===== src/rtl/i2c_regport_slave.sv =====
module i2c_regport_slave #(
  parameter logic [3:0] DEV_NIBBLE = 4'b0010,
  parameter int         REG_AW     = 7
) (
  input  logic              clk,
  input  logic              rst_n,
  input  logic              scl_i,
  input  logic              sda_i,
  input  logic [1:0]        addr_pin_i,
  input  logic              strap_i,
  output logic              sda_pull_o,
  output logic [REG_AW-1:0] reg_addr_o,
  output logic [7:0]        reg_wdata_o,
  output logic              reg_we_o,
  input  logic [7:0]        reg_rdata_i
);

  typedef enum logic [2:0] {S_IDLE, S_ADDR, S_AACK, S_WR, S_WACK, S_RD, S_RACK} state_t;

  logic [2:0] scl_sr, sda_sr;
  logic       strap_q;
  state_t     state;
  logic [2:0] cnt;
  logic       full, rw, first, mack, ptr_inc;
  logic [7:0] sh, tx;
  logic [REG_AW-1:0] ptr_addr;

  always_ff @(posedge clk or negedge rst_n)
    if (!rst_n) begin
      scl_sr <= 3'b111;
      sda_sr <= 3'b111;
    end else begin
      scl_sr <= {scl_sr[1:0], scl_i};
      sda_sr <= {sda_sr[1:0], sda_i};
    end

  always_ff @(posedge clk)
    if (!rst_n) strap_q <= strap_i;

  wire scl_s    = scl_sr[1];
  wire scl_q    = scl_sr[2];
  wire sda_s    = sda_sr[1];
  wire sda_q    = sda_sr[2];
  wire scl_rise = scl_s & ~scl_q;
  wire scl_fall = ~scl_s & scl_q;
  wire start_c  = scl_s & scl_q & sda_q & ~sda_s;
  wire stop_c   = scl_s & scl_q & ~sda_q & sda_s;
  wire [6:0] my_addr = {DEV_NIBBLE, strap_q, addr_pin_i};

  assign reg_addr_o  = ptr_addr;
  assign reg_wdata_o = sh;
  assign reg_we_o    = scl_fall && state == S_WR && full && !first;

  always_ff @(posedge clk or negedge rst_n)
    if (!rst_n) begin
      state      <= S_IDLE;
      cnt        <= '0;
      full       <= 1'b0;
      sh         <= '0;
      tx         <= '0;
      rw         <= 1'b0;
      first      <= 1'b0;
      mack       <= 1'b0;
      ptr_inc    <= 1'b0;
      ptr_addr   <= '0;
      sda_pull_o <= 1'b0;
    end else if (start_c) begin
      state      <= S_ADDR;
      cnt        <= '0;
      full       <= 1'b0;
      sda_pull_o <= 1'b0;
    end else if (stop_c) begin
      state      <= S_IDLE;
      cnt        <= '0;
      full       <= 1'b0;
      sda_pull_o <= 1'b0;
    end else if (scl_rise) begin
      case (state)
        S_ADDR, S_WR: begin
          sh   <= {sh[6:0], sda_s};
          cnt  <= cnt + 3'd1;
          full <= (cnt == 3'd7);
        end
        S_RD: begin
          cnt  <= cnt + 3'd1;
          full <= (cnt == 3'd7);
        end
        S_RACK: mack <= ~sda_s;
        default: ;
      endcase
    end else if (scl_fall) begin
      case (state)
        S_ADDR:
          if (full) begin
            full <= 1'b0;
            if (sh[7:1] == my_addr) begin
              rw         <= sh[0];
              sda_pull_o <= 1'b1;
              state      <= S_AACK;
            end else begin
              state <= S_IDLE;
            end
          end
        S_AACK:
          if (rw) begin
            state      <= S_RD;
            tx         <= {reg_rdata_i[6:0], 1'b1};
            sda_pull_o <= ~reg_rdata_i[7];
          end else begin
            state      <= S_WR;
            first      <= 1'b1;
            sda_pull_o <= 1'b0;
          end
        S_WR:
          if (full) begin
            full       <= 1'b0;
            sda_pull_o <= 1'b1;
            state      <= S_WACK;
            first      <= 1'b0;
            if (first) begin
              ptr_inc  <= sh[7];
              ptr_addr <= sh[REG_AW-1:0];
            end else if (ptr_inc) begin
              ptr_addr <= ptr_addr + 1'b1;
            end
          end
        S_WACK: begin
          sda_pull_o <= 1'b0;
          state      <= S_WR;
        end
        S_RD:
          if (full) begin
            full       <= 1'b0;
            sda_pull_o <= 1'b0;
            state      <= S_RACK;
            if (ptr_inc) ptr_addr <= ptr_addr + 1'b1;
          end else begin
            sda_pull_o <= ~tx[7];
            tx         <= {tx[6:0], 1'b1};
          end
        S_RACK:
          if (mack) begin
            state      <= S_RD;
            tx         <= {reg_rdata_i[6:0], 1'b1};
            sda_pull_o <= ~reg_rdata_i[7];
          end else begin
            state      <= S_IDLE;
            sda_pull_o <= 1'b0;
          end
        default: ;
      endcase
    end

  AST_PULL_ON_SCL_LOW: assert property (@(posedge clk) disable iff (!rst_n)
    $rose(sda_pull_o) |-> !$past(scl_s));
  AST_PULL_OFF_SCL_LOW: assert property (@(posedge clk) disable iff (!rst_n)
    $fell(sda_pull_o) |-> (!$past(scl_s) || $past(start_c) || $past(stop_c)));
  AST_IDLE_RELEASED: assert property (@(posedge clk) disable iff (!rst_n)
    state == S_IDLE |-> !sda_pull_o);
  AST_WE_NOT_DRIVING: assert property (@(posedge clk) disable iff (!rst_n)
    reg_we_o |-> !sda_pull_o);
  AST_PTR_HOLD_NOINC: assert property (@(posedge clk) disable iff (!rst_n)
    (ptr_addr != $past(ptr_addr)) && !$past(ptr_inc) |-> ($past(state) == S_WR && $past(first)));

endmodule


===== config.mk =====
export PLATFORM = sky130hd
export DESIGN_NAME = i2c_regport_slave
export DESIGN_NICKNAME = d
export VERILOG_FILES = /design/src/rtl/i2c_regport_slave.sv
export SDC_FILE = /design/constraint.sdc
export NUM_CORES = 1
export LEC_CHECK = 0
export ABC_AREA = 1
export BUFFER_PORTS_ARGS = -buffer_cell sky130_fd_sc_hd__buf_2
export CELL_PAD_IN_SITES_DETAIL_PLACEMENT = 1
export CELL_PAD_IN_SITES_GLOBAL_PLACEMENT = 1
export CORE_ASPECT_RATIO = 1.2
export CORE_MARGIN = 2
export CORE_UTILIZATION = 42
export DETAILED_ROUTE_END_ITERATION = 6
export GPL_ROUTABILITY_DRIVEN = 0
export PLACE_DENSITY = 0.83
export REMOVE_ABC_BUFFERS = 1
export SLEW_MARGIN = 20
export SYNTH_ARGS = -nofsm -noshare
export SYNTH_HDL_FRONTEND = slang
export SYNTH_SLANG_ARGS = --single-unit
export TNS_END_PERCENT = 20

===== constraint.sdc =====
create_clock -name clk -period 2 [get_ports clk]
set_input_delay 0.2 -clock clk [delete_from_list [all_inputs] [get_ports clk]]
set_output_delay 0.2 -clock clk [all_outputs]
set_load 0.03 [all_outputs]

[Word level (Yosys, flattened, before mapping)]
Index checks and enable logic that the tools add are counted.
Storage, ports and cells
  register bits: 42
  bits in latches: 0
  bits in writable memories: 0
  memory bits (read-only): 0
  bits of input ports: 15
  logic and storage cells: 122
  memories kept: 0
Operators by class
  $add $sub $neg: 2
  multipliers: 0
  div/mod/pow operators: 0
  $lt $le $gt $ge: 0
  eq/ne operators: 21
  shift-type cells: 0
  mux-type cells: 44
  bitwise operators: 16
  reductions and logical operators: 25
Operator list (number)
  3-bit 2-to-1 mux: 13
  7-bit 2-to-1 mux: 4
  7-bit AND reduction: 4
  8-bit 2-to-1 mux: 3
  8-bit case mux with 3 select lines: 1
  1-bit 2-to-1 mux: 18
  3-bit case mux with 6 select lines: 1
  4-bit != test, second input constant: 4
  7-bit case mux with 2 select lines: 1
  3-bit equality test, second input constant: 4
  2-bit != test, second input constant: 6
  6-bit AND reduction: 2
  3-bit nonzero test: 4
  1-bit inverter: 9
  4-bit by 2-bit != test with 1-bit output, second input constant: 2
  4-bit AND reduction: 2
  8-bit AND reduction: 1
  8-bit nonzero test: 1
  7-bit by 1-bit adder with 7-bit output, second input constant: 1
  1-bit AND: 7
  7-bit by 5-bit equality test with 1-bit output: 1
  3-bit by 2-bit equality test with 1-bit output, second input constant: 2
  1-bit case mux with 6 select lines: 1
  2-bit nonzero test: 2
  other kinds (12): 14

[Logic depth before layout (Yosys ltp)]
Gate-level depths: netlist of run 1.
  depth in word-level cells: 8
  mapped depth: 10
  mapped depth without buffers: 10

[Worst setup path after synthesis of run 1]
No wires, ideal clock.
  path type: register to output
  from: register scl_sr[2]
  to: output port reg_we_o
  arrival time: 1472 ps
  required time: 1800 ps
  setup slack: 328 ps
  stages on the path, launching flop included: 4
  path buffers: 0
  cells stage by stage: dfstp_2 > ha_1 > nand2_1 > nor3_1
On the way
  cells in the longest elaborated chain, start to end: 4
RTL lines
  start, declared: line 20  | logic [2:0] scl_sr, sda_sr;
  start signal, assigned: line 33  | scl_sr <= {scl_sr[1:0], scl_i};
  1-bit AND: line 45  | wire scl_fall = ~scl_s & scl_q;
  1-bit logical AND (3 in series): line 52  | assign reg_we_o = scl_fall && state == S_WR && full && !first;
  end, declared: line 14  | output logic reg_we_o,
No other way between the ends.

[Worst setup path in the final report of run 1]
  from: register state[0]
  to: output port reg_we_o
On the way
  cells in the longest elaborated chain, start to end: 4
RTL lines
  start, declared: line 22  | state_t state;
  start signal, assigned: line 56  | state <= S_IDLE;
  start signal, assigned: line 68  | state <= S_ADDR;
  start signal, assigned: line 73  | state <= S_IDLE;
  3-bit by 2-bit equality test with 1-bit output: line 52
  1-bit logical AND (3 in series): line 52
No other way between the ends.

==> summary.md, run 1 <==
| Metric | Value |
|---|---|
| Clock transition at path regs | 0.08 ns |
| Internal power | approximately 1.8 mW |
| Crit path kind | reg2out |
| DR vias | roughly 2200 |
| Post-synth top area share | 36.1% |
| Nets@finish | ~380 |
| Area delta synth->final | 13.5% |
| Gr ovfl total | 0 |
| TritonCTS clock tree | done |
| Leading cell types in the layout, fill and taps excluded | nand2_1, inv_1, dfrtp_1, buf_2, nand3_1 |
| Clk pwr share | 16.1% |
| DRT antenna net count | 0 |
| Final hold violations | 0 |
| Flops & latches, synth | between 40 and 50 |
| Total GRT Usage | 20.9% |
| Synth Cell Area | roughly 2400 sq um |
| Largest net degree at the start of global routing | 23 |
| Final WL | 6.04 mm |
| Detail Placement HPWL | roughly 4.7 mm |
| Die Span Y | around 87 microns |
| Seq pwr share | 42.3% |
| Die Wd | 73.4 microns |
| Worst Hold Class | in2reg |
| Synth warn | 0 |
| Clock root buffer master | clkbuf_8 |
| Rows | 30 |
| Asr flop ratio synth | 97.6% |
| Total core area | between 5000 and 6000 sq um |
| Iter 0 DRT Violations | between 100 and 150 |
| Max cap viols | 0 |
| Die Footprint | roughly 6400 sq um |
| P_leak | 1.46 nW |
| TritonCTS buffer count | 5 |
| Drt pass-1 iters | 4 |
| PortBufs | 31 |
| Hold Crit Depth | 1 |
| Synth top area cells | dfrtp_1, nand2_1, dfstp_2 |
| Synth unique cells | 34 |
| Depth of the CTS H-tree | 2 |
| P per Cell Area | about 1200 nW/um^2 |
| Sum Neg Setup Slack | 0 ns |
| Cells on worst reg2reg path | 10 |
| Global-route wire length before repair | 10.4 mm |
| Register area share after synthesis | 43.9% |
| Vias in the first global route | between 2000 and 2500 |
| Hold slack | 0.0714 ns |
| Post-route DRC violation count | 0 |
| Crit path launch type | flip-flop |
| I/O pin count | 32 |
| Mean Syn Cell Area | 7.53 sq um |
| Worst endpoint required time | approximately 1.8 ns |
| Starting Density | between 40 and 50% |
| Status | finished clean |
| Synth Flop Type | dfrtp_1 |
| Tmin final | roughly 1.9 ns |
| Wire per inst | about 14 microns |
| Worst clock skew | roughly 0.0048 ns |
| Switching Share | 45.9% |
| Setup-failing EPs final | 0 |
| Gate power share | around 42% |
| Max Clock Freq | 539 MHz |
| CTS Buffer Depth | 2 |
| Skew-Pair Late Insertion Delay | 0.30 ns |
| Fin. max-slew vios | 0 |
| Worst VDD drop | roughly 0.0005 V |
| Share of layout cells above drive strength 1 | roughly 18% |
| Arrival @ worst endpoint | between 1.5 and 2 ns |
| Via-per-instance ratio | between 5 and 6 |
| Critical path endpoint category | output port |
| Psw | between 1.5 and 2 mW |
| Fin crit share | around 93% |
| CP Max Fanout | 9 |
| Ant diodes | 0 |
| RSZ-0062 raised after global routing | no |
| Number of flops mapped to enable cells by yosys | 1 |
| Initial antenna violation count | 0 |
| Synth Instances | between 300 and 400 |
| Yosys top cell by area | dfrtp_1 |
| Max-slew headroom | 69.3% |
| Least-Margin Pin Slew | 0.460 ns |
| Sink Count | 42 |
| Commonest non-fill, non-tap cell in the layout | nand2_1 |
==> area by class of cell <==
cell class | count | area, sq um
fill | 739 | 2880
multi-input combinational | 231 | 1130
sequential | 42 | 1060
timing repair buffer | 40 | 230
inverter | 42 | 159
tap | 64 | 80.1
clock buffer | 6 | 72.6
clock inverter | 2 | 13.8
==> stage by stage <==
stage	utilization (%)	instances	power (mW)	setup WS (ns)	cell area [sq um]
floorplan	-	315	2.38	0.260	2350
global placement	46.8	416	2.79	0.297	2640
detailed placement	46.8	416	2.85	0.198	2640
CTS	48.9	427	3.42	0.0315	2750
global route	48.9	427	3.68	0.00914	2750
finish	48.9	427	3.37	0.144	2750
==> synth_stat cells, types with 4 or more instances <==
library cell,number
nand2_1,111
inv_1,39
dfrtp_1,35
nand3_1,28
o21ai_0,24
nor2_1,22
nand4_1,7
dfstp_2,6
ha_1,6
a21oi_1,4
o21ai_1,4
==> worst paths after layout <==
| check | start | to | slack (ns) |
|---|---|---|---|
| min in group asynchronous | rst_n | reg_wdata_o[2]$_DFFE_PN0P_ | 0.39 |
| max | state[0]$_DFFE_PN0P_ | reg_we_o | 0.14 |
| max in group asynchronous | rst_n | state[1]$_DFFE_PN0P_ | 0.91 |
| min | strap_i | strap_q$_DFFE_PN_ | 0.07 |
| min reg2reg | scl_sr[0]$_DFF_PN1_ | scl_sr[1]$_DFF_PN1_ | 0.36 |
| max reg2reg | scl_sr[2]$_DFF_PN1_ | reg_addr_o[3]$_DFFE_PN0P_ | 0.16 |
==> worst max-delay path: stages, from the launching register on <==
cell and delay, ns:
dfrtp_1 0.57, nand2_1 0.12, nor2_1 0.20, inv_2 0.07
nor3_1 0.17, buf_2 0.23
==> what timing repair did <==
action	4_1_cts	5_1_grt
setup buffers	0	0
endpoints found under the hold margin	15	0
gates resized for setup	0	1
hold buffers	3	0
endpoints found under the setup margin	0	1
==> layer usage <==
metal	GRT usage (%)	wire length (microns)
met5	0	0
met4	5.95	100
met3	3.47	145
met2	38.9	3290
met1	24.1	2500
==> registers in the layout (all words and copies together), names as in the netlist <==
name	cells
scl_sr	3
sda_sr	3
ptr_inc	1
rw	1
strap_q	1
reg_addr_o	7
cnt	3
tx	8
mack	1
state	3
full	1
reg_wdata_o	8
first	1
sda_pull_o	1
==> power groups by stage <==
stage | sequential (mW) | combinational [mW] | clock, mW
floorplan | 1.56 | 0.820 | 0
global placement | 1.43 | 1.36 | 0
detailed placement | 1.44 | 1.41 | 0
CTS | 1.43 | 1.43 | 0.565
global route | 1.47 | 1.61 | 0.597
finish | 1.43 | 1.40 | 0.543
==> cells by family after synthesis <==
kind of cell / synth area share [%]
compound gates: 9.08
mux: 0.413
fa+ha+maj: 3.10
xor+xnor: 0.723
buf+inv: 9.44
simple gates: 33.4
flops: 43.9
Note: power is estimated with default switching activity, not from simulation.
==> inputs of run 2 (changes only) <==
--- a/config.mk
+++ b/config.mk
@@ -6,15 +6,15 @@
 export NUM_CORES = 1
 export LEC_CHECK = 0
 export ABC_AREA = 1
-export BUFFER_PORTS_ARGS = -buffer_cell sky130_fd_sc_hd__buf_2
+export BUFFER_PORTS_ARGS = -buffer_cell sky130_fd_sc_hd__clkbuf_2
 export CELL_PAD_IN_SITES_DETAIL_PLACEMENT = 1
 export CELL_PAD_IN_SITES_GLOBAL_PLACEMENT = 1
 export CORE_ASPECT_RATIO = 1.2
-export CORE_MARGIN = 2
-export CORE_UTILIZATION = 42
+export CORE_MARGIN = 4
+export CORE_UTILIZATION = 45
 export DETAILED_ROUTE_END_ITERATION = 6
 export GPL_ROUTABILITY_DRIVEN = 0
-export PLACE_DENSITY = 0.83
+export PLACE_DENSITY = 0.88
 export REMOVE_ABC_BUFFERS = 1
 export SLEW_MARGIN = 20
 export SYNTH_ARGS = -nofsm -noshare
==> constraint.sdc (replaced) <==
create_clock -name clk -period 2.2 [get_ports clk]
set_input_delay 0.22 -clock clk [delete_from_list [all_inputs] [get_ports clk]]
set_output_delay 0.22 -clock clk [all_outputs]
set_load 0.03 [all_outputs]
==> summary.md, run 2 (same netlist as run 1, synthesis figures left out) <==
| Metric | Value |
|---|---|
| Drt pass-1 iters | 4 (unchanged) |
| Via-per-instance ratio | 5.15 (-0.42%) |
| Vias in the first global route | 2299 (-0.17%) |
| Placed Instances | 411 (-1.2%) |
| Total GRT Usage | 20.4% (-0.48 points) |
| Worst R2R End | reg_addr_o[1]$_DFFE_PN0P_ |
| Sum Neg Setup Slack | 0 ns (unchanged) |
| Worst path max stage delay | 0.62 ns (+0.05 ns) |
| CP Max Fanout | 12 (+3) |
| Gr ovfl total | 0 (unchanged) |
| Rows | 29 (-3.3%) |
| CTS Buffer Depth | 2 (unchanged) |
| Final WL | 6.02 mm (-0.36%) |
| TritonCTS buffer count | 5 (unchanged) |
| Clock transition at path regs | 0.08 ns (about the same) |
| Max cap viols | 0 (unchanged) |
| Max-slew headroom | 64.2% (-5.1 points) |
| Post-cts sizing count | 0 (unchanged) |
| Global-route wire length before repair | 10.4 mm (about the same) |
| P per Cell Area | 1190 nW/um^2 (-2.3%) |
| Ant diodes | 0 (unchanged) |
| Crit path launch type | flip-flop |
| I/O pin count | 32 (unchanged) |
| Area delta synth->final | 14.8% |
| Arrival @ worst endpoint | 2.22 ns (+0.56 ns) |
| DRT antenna net count | 0 (unchanged) |
| Post-route DRC violation count | 0 (unchanged) |
| Fin crit share | a little over 90% |
| Leading cell types in the layout, fill and taps excluded | nand2_1, inv_1, dfrtp_1, clkbuf_2, nand3_1 |
| RSZ-0062 raised after global routing | no |
| Sink Count | 42 (unchanged) |
| R2R Setup Slk | 0.20 ns (+0.04 ns) |
| Max Clock Freq | 501 MHz |
| Crit-path cells | nand2_4 -> nor2_4 -> inv_2 -> nand2_2 -> nand2_1 -> nor2_2 -> buf_4 -> nand3_1 -> o21ai_0 |
| Skew-Pair Late Insertion Delay | 0.30 ns (about the same) |
| Share of layout cells above drive strength 1 | 17.5% (-0.68 points) |
| Die Wd | 75.0 microns (+2.2%) |
| Commonest non-fill, non-tap cell in the layout | nand2_1 |
| DR vias | 2173 (-1.6%) |
| Nets@finish | 380 (-0.78%) |
| Die Footprint | 6630 sq um (+3.6%) |
| Die Span Y | 88.4 microns (+1.3%) |
| Setup-failing EPs final | 0 (unchanged) |
| Worst clock skew | 0.0101 ns (+0.00527 ns) |
| Detail Placement HPWL | 4.64 mm (-2.0%) |
| Worst VDD drop | 0.000613 V (+25%) |
| Hold wc startpoint | strap_i |
| Critical-path top delay cell | dfrtp_1 |
| Iter 0 DRT Violations | 38 (-64%) |
| P_leak | 1.46 nW (+0.30%) |
| Status | finished clean |
| Wire per inst | 14.3 microns (+0.82%) |
| Starting Density | 46.1% (+3.0 points) |
| Depth of the CTS H-tree | 2 (unchanged) |
| Largest net degree at the start of global routing | 23 (unchanged) |
| Worst Hold Class | in2reg |
| Launching point of the worst reg2reg path | state[2]$_DFFE_PN0P_ |
| Crit path kind | reg2reg |
| Initial antenna violation count | 0 (unchanged) |
| TritonCTS clock tree | done |
| Cells on worst reg2reg path | 9 (-1) |
| Fin. max-slew vios | 0 (unchanged) |
| PortBufs | 31 (unchanged) |
| Worst endpoint required time | 2.43 ns (+0.63 ns) |
| Least-Margin Pin Slew | 0.537 ns (+0.0770 ns) |
| Clock root buffer master | clkbuf_8 |
| Total core area | 5260 sq um (-6.6%) |
| Critical path endpoint category | flip-flop |
| Worst Hold Path EP | strap_q$_DFFE_PN_ |
| Final hold violations | 0 (unchanged) |
| Final non-filler cell total | 422 (-1.2%) |
| Tmin final | 2.00 ns |
| Hold Crit Depth | 1 (unchanged) |
[run 2: per-stage QoR]
step	cell area, sq um	setup WS, ns	util, %	hold WS [ns]	power [mW]
5_1_grt	2780	0.0324	52.9	0.0787	3.60
4_1_cts	2780	0.208	52.9	0.0809	3.38
2_1_floorplan	2350	0.460	-	-0.0756	2.17
3_5_place_dp	2610	0.222	49.6	0.232	2.58
6_report	2780	0.204	52.9	0.0894	3.32
3_3_place_gp	2610	0.289	49.6	0.232	2.53
[run 2: what timing repair did]
action,4_1_cts,5_1_grt
buffers inserted,0,0
setup endpoints to repair,0,0
hold endpoints to repair,16,0
hold buffers,3,0
[run 2: how the worst max path moves through the flow]
stage                         start                        end  slack, ns
5_1_grt        state[2]$_DFFE_PN0P_  reg_addr_o[3]$_DFFE_PN0P_       0.03
4_1_cts        state[2]$_DFFE_PN0P_  reg_addr_o[3]$_DFFE_PN0P_       0.21
3_3_place_gp   state[2]$_DFFE_PN0P_  reg_addr_o[1]$_DFFE_PN0P_       0.29
3_5_place_dp    scl_sr[2]$_DFF_PN1_  reg_addr_o[3]$_DFFE_PN0P_       0.22
2_1_floorplan   scl_sr[2]$_DFF_PN1_  reg_addr_o[4]$_DFFE_PN0P_       0.46
6_report       state[2]$_DFFE_PN0P_  reg_addr_o[1]$_DFFE_PN0P_       0.20
[run 2: final cells by class]
| cell class | count | area (sq um) |
|---|---|---|
| fill | 687 | 2480 |
| multi-input combinational | 231 | 1130 |
| timing repair buffer | 37 | 208 |
| tap | 62 | 77.6 |
| clock buffer | 6 | 82.6 |
| clock inverter | 2 | 60.1 |
| sequential | 42 | 1060 |
| inverter | 42 | 159 |
[run 2: where the power goes]
group	leakage, nW	total, mW	switching, mW	internal [mW]
registers	0.522	1.30	0.287	1.01
clock network	0.0714	0.758	0.273	0.484
logic	0.870	1.27	0.860	0.407
[run 2: metal layers]
| metal | vias up | track usage, % | routed length, microns |
|---|---|---|---|
| li1 | 1094 | - | - |
| met1 | 1026 | 24.6 | 2620 |
| met2 | 38 | 35.4 | 3040 |
| met3 | 15 | 3.52 | 186 |
| met4 | 0 | 8.41 | 175 |
| met5 | - | 0 | 0 |
[run 2: critical path, delay by kind of cell (launching register included)]
family,cells,cell delay (ns)
flip-flops,1,0.62
AO/OA/AOI/OAI,1,0.08
buffers and inverters,2,0.39
AND/OR/NAND/NOR,6,0.82
